**src/rtl/lbc_pkg.sv**
```systemverilog
package lbc_pkg;

    typedef enum logic [2:0] {
        ST_IDLE  = 3'd0,
        ST_BADDR = 3'd1,
        ST_BDATA = 3'd2,
        ST_SADDR = 3'd3,
        ST_SDATA = 3'd4
    } lbc_state_e;

    localparam logic [1:0] SZ_LONG = 2'b00;
    localparam logic [1:0] SZ_LINE = 2'b11;

endpackage

```
**src/rtl/lbc_seq.sv**
```systemverilog
module lbc_seq
    import lbc_pkg::*;
#(
    parameter int WORDS = 4,
    localparam int IDX_W = $clog2(WORDS)
) (
    input  logic             clk,
    input  logic             rst_n,
    input  logic             req_valid,
    input  logic             bus_ack,
    input  logic             bus_inhibit,
    output logic             load,
    output logic             capture,
    output logic [IDX_W-1:0] idx,
    output logic             ts,
    output logic             burst,
    output logic [1:0]       size,
    output logic             busy,
    output logic             done
);

    localparam logic [IDX_W-1:0] LAST = IDX_W'(WORDS - 1);

    typedef struct packed {
        lbc_state_e       state;
        logic [IDX_W-1:0] idx;
        logic             done;
    } seq_s;

    seq_s seq_d, seq_q;

    always_comb begin
        seq_d      = seq_q;
        seq_d.done = 1'b0;
        load       = 1'b0;
        capture    = 1'b0;
        case (seq_q.state)
            ST_IDLE: begin
                if (req_valid) begin
                    load        = 1'b1;
                    seq_d.idx   = '0;
                    seq_d.state = ST_BADDR;
                end
            end
            ST_BADDR: seq_d.state = ST_BDATA;
            ST_BDATA: begin
                if (bus_ack) begin
                    capture = 1'b1;
                    if (seq_q.idx == '0 && bus_inhibit) begin
                        seq_d.idx   = seq_q.idx + 1'b1;
                        seq_d.state = ST_SADDR;
                    end else if (seq_q.idx == LAST) begin
                        seq_d.state = ST_IDLE;
                        seq_d.done  = 1'b1;
                    end else begin
                        seq_d.idx = seq_q.idx + 1'b1;
                    end
                end
            end
            ST_SADDR: seq_d.state = ST_SDATA;
            ST_SDATA: begin
                if (bus_ack) begin
                    capture = 1'b1;
                    if (seq_q.idx == LAST) begin
                        seq_d.state = ST_IDLE;
                        seq_d.done  = 1'b1;
                    end else begin
                        seq_d.idx   = seq_q.idx + 1'b1;
                        seq_d.state = ST_SADDR;
                    end
                end
            end
            default: seq_d.state = ST_IDLE;
        endcase
    end

    always_ff @(posedge clk) begin
        if (!rst_n) begin
            seq_q.state <= ST_IDLE;
            seq_q.idx   <= '0;
            seq_q.done  <= 1'b0;
        end else begin
            seq_q <= seq_d;
        end
    end

    assign idx   = seq_q.idx;
    assign ts    = (seq_q.state == ST_BADDR) || (seq_q.state == ST_SADDR);
    assign burst = (seq_q.state == ST_BADDR) || (seq_q.state == ST_BDATA);
    assign size  = burst ? SZ_LINE : SZ_LONG;
    assign busy  = (seq_q.state != ST_IDLE);
    assign done  = seq_q.done;

    logic in_data;
    assign in_data = (seq_q.state == ST_BDATA) || (seq_q.state == ST_SDATA);

    // an address phase lasts one cycle
    a_r2_ts_pulse: assert property (@(posedge clk) disable iff (!rst_n)
        ts |=> !ts);

    // done is a single-cycle pulse
    a_r7_done_pulse: assert property (@(posedge clk) disable iff (!rst_n)
        done |=> !done);

    // no acknowledge, no progress
    a_r6_wait_hold: assert property (@(posedge clk) disable iff (!rst_n)
        (in_data && !bus_ack) |=> (in_data && $stable(idx) && !ts));

    // inhibit after the first word never leaves the burst
    a_r5_late_inhibit: assert property (@(posedge clk) disable iff (!rst_n)
        (seq_q.state == ST_BDATA && bus_ack && idx != '0) |=> (burst || !busy));

    // single cycles are long-word sized
    a_r4_single_size: assert property (@(posedge clk) disable iff (!rst_n)
        (ts && !burst) |-> (size == SZ_LONG));

    // done follows the return to idle
    a_r9_done_idle: assert property (@(posedge clk) disable iff (!rst_n)
        done |-> !busy);

endmodule

```
**src/rtl/lbc_req_latch.sv**
```systemverilog
module lbc_req_latch #(
    parameter int ADDR_W = 32,
    parameter int WORD_W = 32,
    parameter int WORDS  = 4,
    localparam int IDX_W      = $clog2(WORDS),
    localparam int WORD_BYTES = WORD_W / 8,
    localparam int WB_W       = $clog2(WORD_BYTES),
    localparam int LINE_BYTES = WORD_BYTES * WORDS
) (
    input  logic              clk,
    input  logic              rst_n,
    input  logic              load,
    input  logic [ADDR_W-1:0] req_addr,
    input  logic              req_write,
    input  logic [IDX_W-1:0]  idx,
    output logic [ADDR_W-1:0] bus_addr,
    output logic              bus_write
);

    localparam logic [ADDR_W-1:0] LINE_MASK = ADDR_W'(LINE_BYTES - 1);

    typedef struct packed {
        logic [ADDR_W-1:0] base;
        logic              write;
    } latch_s;

    latch_s lat_d, lat_q;

    always_comb begin
        lat_d = lat_q;
        if (load) begin
            lat_d.base  = req_addr & ~LINE_MASK;
            lat_d.write = req_write;
        end
    end

    always_ff @(posedge clk) begin
        if (!rst_n) begin
            lat_q <= '0;
        end else begin
            lat_q <= lat_d;
        end
    end

    logic [ADDR_W-1:0] offset;
    assign offset    = ADDR_W'({idx, {WB_W{1'b0}}});
    assign bus_addr  = lat_q.base | offset;
    assign bus_write = lat_q.write;

endmodule

```
**src/rtl/lbc_word_buf.sv**
```systemverilog
module lbc_word_buf #(
    parameter int WORD_W = 32,
    parameter int WORDS  = 4,
    localparam int IDX_W  = $clog2(WORDS),
    localparam int LINE_W = WORD_W * WORDS
) (
    input  logic              clk,
    input  logic              rst_n,
    input  logic              load,
    input  logic [LINE_W-1:0] req_wdata,
    input  logic              capture,
    input  logic              is_write,
    input  logic [IDX_W-1:0]  idx,
    input  logic [WORD_W-1:0] bus_rdata,
    output logic [LINE_W-1:0] rd_data,
    output logic [WORD_W-1:0] wr_word
);

    typedef struct packed {
        logic [WORDS-1:0][WORD_W-1:0] w;
    } wbuf_s;

    wbuf_s buf_d, buf_q;
    logic [WORDS-1:0][WORD_W-1:0] req_words;

    // word k of the line sits in the k-th long word from the top
    for (genvar k = 0; k < WORDS; k++) begin : g_map
        assign req_words[k] = req_wdata[LINE_W-1-k*WORD_W -: WORD_W];
        assign rd_data[LINE_W-1-k*WORD_W -: WORD_W] = buf_q.w[k];
    end

    always_comb begin
        buf_d = buf_q;
        if (load) begin
            buf_d.w = req_words;
        end else if (capture && !is_write) begin
            buf_d.w[idx] = bus_rdata;
        end
    end

    always_ff @(posedge clk) begin
        if (!rst_n) begin
            buf_q <= '0;
        end else begin
            buf_q <= buf_d;
        end
    end

    assign wr_word = buf_q.w[idx];

endmodule

```
**src/rtl/lbc_line_xfer.sv**
```systemverilog
module lbc_line_xfer
    import lbc_pkg::*;
#(
    parameter int ADDR_W = 32,
    parameter int WORD_W = 32,
    parameter int WORDS  = 4,
    localparam int IDX_W      = $clog2(WORDS),
    localparam int LINE_W     = WORD_W * WORDS,
    localparam int WORD_BYTES = WORD_W / 8,
    localparam int OFF_W      = $clog2(WORD_BYTES * WORDS)
) (
    input  logic              clk,
    input  logic              rst_n,
    input  logic              req_valid,
    input  logic [ADDR_W-1:0] req_addr,
    input  logic              req_write,
    input  logic [LINE_W-1:0] req_wdata,
    output logic              busy,
    output logic              done,
    output logic [LINE_W-1:0] rd_data,
    output logic [ADDR_W-1:0] bus_addr,
    output logic [1:0]        bus_size,
    output logic              bus_burst,
    output logic              bus_ts,
    output logic              bus_write,
    output logic [WORD_W-1:0] bus_wdata,
    input  logic [WORD_W-1:0] bus_rdata,
    input  logic              bus_ack,
    input  logic              bus_inhibit
);

    logic             load;
    logic             capture;
    logic [IDX_W-1:0] idx;

    lbc_seq #(.WORDS(WORDS)) u_seq (
        .clk        (clk),
        .rst_n      (rst_n),
        .req_valid  (req_valid),
        .bus_ack    (bus_ack),
        .bus_inhibit(bus_inhibit),
        .load       (load),
        .capture    (capture),
        .idx        (idx),
        .ts         (bus_ts),
        .burst      (bus_burst),
        .size       (bus_size),
        .busy       (busy),
        .done       (done)
    );

    lbc_req_latch #(.ADDR_W(ADDR_W), .WORD_W(WORD_W), .WORDS(WORDS)) u_latch (
        .clk      (clk),
        .rst_n    (rst_n),
        .load     (load),
        .req_addr (req_addr),
        .req_write(req_write),
        .idx      (idx),
        .bus_addr (bus_addr),
        .bus_write(bus_write)
    );

    lbc_word_buf #(.WORD_W(WORD_W), .WORDS(WORDS)) u_buf (
        .clk      (clk),
        .rst_n    (rst_n),
        .load     (load),
        .req_wdata(req_wdata),
        .capture  (capture),
        .is_write (bus_write),
        .idx      (idx),
        .bus_rdata(bus_rdata),
        .rd_data  (rd_data),
        .wr_word  (bus_wdata)
    );

    // a burst address phase is line-aligned
    a_r2_align: assert property (@(posedge clk) disable iff (!rst_n)
        (bus_ts && bus_burst) |-> (bus_addr[OFF_W-1:0] == '0));

    // each acknowledged word but the last advances the address by one word
    a_r3_step: assert property (@(posedge clk) disable iff (!rst_n)
        (capture && idx != IDX_W'(WORDS - 1))
        |=> (bus_addr == $past(bus_addr) + ADDR_W'(WORD_BYTES)));

    // direction is stable while a line is in progress
    a_r10_dir_stable: assert property (@(posedge clk) disable iff (!rst_n)
        (busy && $past(busy)) |-> $stable(bus_write));

endmodule

```
**config.mk**
```make
export PLATFORM = sky130hd
export DESIGN_NAME = lbc_line_xfer
export DESIGN_NICKNAME = d
export VERILOG_FILES = /design/src/rtl/lbc_pkg.sv /design/src/rtl/lbc_seq.sv /design/src/rtl/lbc_req_latch.sv /design/src/rtl/lbc_word_buf.sv /design/src/rtl/lbc_line_xfer.sv
export SDC_FILE = /design/constraint.sdc
export NUM_CORES = 1
export LEC_CHECK = 0
export BUFFER_PORTS_ARGS = -buffer_cell sky130_fd_sc_hd__buf_4
export CAP_MARGIN = 15
export CORE_MARGIN = 3
export CORE_UTILIZATION = 30
export CTS_CLUSTER_DIAMETER = 200
export DETAILED_ROUTE_END_ITERATION = 8
export GPL_TIMING_DRIVEN = 0
export PLACE_DENSITY = 0.66
export SLEW_MARGIN = 40
export SYNTH_ARGS = -nofsm -noshare
export SYNTH_HDL_FRONTEND = slang
export SYNTH_SLANG_ARGS = --single-unit
```
**constraint.sdc**
```tcl
create_clock -name clk -period 2.1 [get_ports clk]
set_input_delay 0.105 -clock clk [delete_from_list [all_inputs] [get_ports clk]]
set_output_delay 0.105 -clock clk [all_outputs]
set_load 0.03 [all_outputs]
```
==> run summary <==
The reported leakage power was 5.50 nW; the share of Yosys cell area claimed by the top area cell type was 44.7%. For the number of standard cells in the layout, taps in and fillers out, the log shows 1660. The first global-routing pass estimated 53500 µm of wire. For this run, the leading register cell type out of synthesis is sky130_fd_sc_hd__dfxtp_1. The run gives 2190 as the filler cell count in the final layout. The share of total power dissipated in the clock network is 30.5%. The tightest min-delay check is of the in -> reg type. The total overflow left after global routing is 0. The count of buffers added on input and output ports is 389. For the detailed-route DRC error count, the log shows 0. At the worst endpoint, the required time is 2.00 ns.

For met2 alone, demand over resource in global routing was 47.2%. The synthesized design spends more area on one cell type than any other, namely sky130_fd_sc_hd__dfxtp_1. At the pin with the least slew margin, the transition time is 0.731 ns.

The fraction of power consumed by combinational cells was 34.2%. Number of primary I/O pins: 397. Of the total power, registers draw 35.4%. From left edge to right edge, the die measures 162 µm. At the end of routability-driven placement, the weighted congestion stood at 0.846.

In this run the vertical extent of the chip is 162 µm. The die covers 0.0262 mm². For this run, the post-layout net count is 1527. The number of max-cap violations is 0. Launching element of the worst setup path: u_seq.idx[1]. Between clock sinks in the finished design, the worst skew comes to 0.0136 ns.

Following the worst setup path forward leads to its endpoint at bus_wdata[25]. Maximum clock path buffer count: 2. The tools report the number of global-route vias before repair as 8886. The synthesized netlist cell count was 797; the sequential fraction of the synthesis area was 44.7%. The final hold violation count was 0; the switching share of power was 36.0%.

The first routing iteration left 604 violations. The wire-length estimate of the detail-placed layout is 26500 µm. At the end of the flow the core is filled with cells to 53.1%. The total of warnings raised by yosys is 0. The clock-pin slew on the worst setup and hold paths was 0.07 ns. Setup repair after global routing left no endpoint under its margin. For this run, global-route usage on met3 was measured as 5.92%.

Setup violations remaining at the end of the flow were counted as 0. For the initial antenna violation count, the log shows 0. The tools report the worst setup slack for register-to-register paths as 0.14 ns. The logs give 4 for the total number of H-tree levels and 34 for the number of distinct library cells after synthesis. The total area inside the core boundary comes to 0.0237 mm². The run finished with clean final reports. After detailed routing, the number of vias per cell comes to 5.29. The tree built by TritonCTS fans out to 163 sinks. For the met1 routing resource usage after global routing, the log shows 32.1%. The tools report the total instance count after detailed placement as 1506. Power per unit of standard cell area: 844 mW/mm². Worst flop-to-flop path startpoint: u_seq.seq_q[5].

In the final layout, the multi-input gates occupy 0.00363 mm². Entering global routing, the biggest net connects 17 pins. The cell row count was 56; the final instance area was 0.0126 mm².

The synthesized design contains 163 register bits. Summing every instance area after synthesis gives 0.00730 mm². For the worst-skew pair, the clock arrives at the later sink with an insertion delay of 0.42 ns.

The global routing stage identified its most utilized layer as met2. For the final total power, the log shows 0.0106 W. Yosys mapped a number of flops with a built-in enable equal to 0. Once the floorplan was initialized, standard cells occupied 30.8% of the core. The number of pins with negative max-slew slack in the final report was 0. The number of iterations in the first detailed-routing pass was 6; the cell count of the worst reg-to-reg path was 7. The clock root buffer was sky130_fd_sc_hd__clkbuf_16. The endpoint arrival time on the critical path came out at 1.93 ns. Cell internal power was estimated by the tool at 0.00679 W. After detailed routing, the average wire length per cell comes to 22.0 µm.

The routed layout has 8780 vias. From synthesis to final layout, the design area changed by 72.1%. A synthesized cell averages 9.16 µm². STA classifies the critical path endpoint as an output port. TritonCTS buffer count: 17. Setup total negative slack on the finished layout was measured at 0 ns. TritonCTS built the clock tree. The highest clock rate came out at 491 MHz. The share of cells above drive strength 1 came out at 38.9%. For the switching power summed over all nets, the log shows 0.00382 W. Critical hold path startpoint: req_wdata[90]. Post-synthesis async set-or-reset flop share: 0%.

The worst pin sits at a relative slew slack of 51.3%. After synthesis, the cell types taking the most area are sky130_fd_sc_hd__dfxtp_1 (45%), sky130_fd_sc_hd__o221ai_1 (15%), sky130_fd_sc_hd__nor2_1 (12%). The biggest fanout along the worst timing path was 10; the share of the clock period used by the worst path after layout was 97.1%. The type of the setup path with the least slack was reg -> out. The worst setup path is launched from a register. Wires add up to 36600 µm. The area occupied by registers was 0.00326 mm². The worst voltage drop across the vdd grid is 0.471 mV, and the aggregate global-route resource usage is 26.7%. Once detail routing completed, the nets flagged for antenna violations numbered 0. After detailed placement, the total cell area comes to 0.0106 mm². The worst register-to-register path ends at u_buf.rd_data[80]. Shortest period the worst path allows: 2.04 ns. 0 antenna diodes ended up in the layout.
-- worst max-delay path, stage by stage (launching register included) --
cell and delay (ns):
sky130_fd_sc_hd__dfxtp_1 0.35, sky130_fd_sc_hd__clkbuf_2 0.28, sky130_fd_sc_hd__clkbuf_4 0.31, sky130_fd_sc_hd__mux4_2 0.37
sky130_fd_sc_hd__buf_4 0.20
-- placed cells by master, fill, tap and decap left out, types with 4 or more instances in the layout --
master | synthesis | final
sky130_fd_sc_hd__buf_4 | 6 | 397
sky130_fd_sc_hd__buf_6 | 10 | 10
sky130_fd_sc_hd__clkbuf_1 | 41 | 25
sky130_fd_sc_hd__a21boi_1 | 29 | 29
sky130_fd_sc_hd__nor2b_1 | 5 | 5
sky130_fd_sc_hd__o221ai_1 | 128 | 128
sky130_fd_sc_hd__dfxtp_1 | 163 | 162
sky130_fd_sc_hd__nor2_1 | 225 | 225
sky130_fd_sc_hd__clkbuf_16 | 0 | 17
sky130_fd_sc_hd__buf_2 | 23 | 17
sky130_fd_sc_hd__dlygate4sd3_1 | 0 | 122
sky130_fd_sc_hd__nand2_1 | 62 | 62
sky130_fd_sc_hd__mux4_2 | 32 | 32
sky130_fd_sc_hd__a21oi_1 | 37 | 37
sky130_fd_sc_hd__clkinvlp_4 | 0 | 4
sky130_fd_sc_hd__clkbuf_2 | 0 | 17
sky130_fd_sc_hd__clkbuf_4 | 0 | 4
-- timing repair --
| item | 4_1_cts | 5_1_grt |
|---|---|---|
| endpoints found under the hold margin | 110 | 1 |
| setup buffers | 0 | 1 |
| pin swaps | 0 | 1 |
| gates resized for setup | 26 | 22 |
| hold buffers | 121 | 1 |
| endpoints found under the setup margin | 113 | 141 |
-- cell type report --
cell class	count	share of cell area [%]
clock buffers	19	3.60
inverters	1	0.0299
multi-input cells	550	28.9
plain buffers	84	4.17
clock inverters	12	1.16
repair buffers	512	33.0
flip-flops and latches	163	26.0
well taps	319	3.18
-- cell families after synthesis --
| kind of cell | after synthesis | synth area share [%] |
|---|---|---|
| AND/OR/NAND/NOR | 311 | 17.2 |
| flip-flops | 163 | 44.7 |
| AO/OA/AOI/OAI | 203 | 21.8 |
| XOR/XNOR | 1 | 0.223 |
| multiplexers | 33 | 10.0 |
| buffers and inverters | 85 | 6.10 |
| other | 1 | 0.0514 |
-- sequential cells by signal, indices dropped and copies added (netlist names) --
register / count
u_seq.done: 1
u_buf.rd_data: 128
u_latch.bus_write: 1
u_seq.idx: 2
u_latch.lat_q: 28
u_seq.seq_q: 3
-- layer usage --
metal,vias up,share of wire (%)
met2,427,50
met1,4289,40
li1,4008,-
met4,0,2.8
met3,56,7.4
met5,-,0
-- per-stage QoR --
stage / worst slack [ns] / hold WS [ns]
final: 0.0617 / 0.0141
after global routing: 0.00371 / 0.00307
after CTS: -0.0112 / 0.000117
after detailed placement: -0.260 / 0.362
after global placement: -0.376 / 0.351
after floorplan: 0.424 / 0.240
-- how the worst min path moves through the flow --
| stage | endpoint | slack (ns) | depth (start not counted) |
|---|---|---|---|
| 2_1_floorplan | u_latch.lat_q[22] | 0.24 | 2 |
| 3_3_place_gp | u_latch.lat_q[5] | 0.35 | 3 |
| 3_5_place_dp | u_latch.lat_q[8] | 0.36 | 3 |
| 4_1_cts | u_buf.rd_data[90] | 0.0001 | 3 |
| 5_1_grt | u_buf.rd_data[100] | 0.003 | 3 |
| 6_report | u_buf.rd_data[90] | 0.01 | 3 |
-- power by group through the flow --
| stage | clock, W | sequential, W | combinational [W] |
|---|---|---|---|
| CTS | 0.00330 | 0.00374 | 0.00361 |
| finish | 0.00323 | 0.00375 | 0.00363 |
| detailed placement | 0 | 0.00381 | 0.00340 |
| global placement | 0 | 0.00380 | 0.00337 |
| floorplan | 0 | 0.00440 | 0.00129 |
| global route | 0.00344 | 0.00379 | 0.00383 |
-- cell usage after synthesis (all sizes together) (2+ instances only) --
cell type and number:
nor2 225, dfxtp 163, o221ai 128, nand2 62
buf 43, clkbuf 41, a21oi 37, mux4 32
a21boi 29, nand3 5, nor2b 5, nor3b 4
a31o 3, and2 2, and3 2, nor4b 2
o21ai 2
Power figures use the tool's default switching activity.
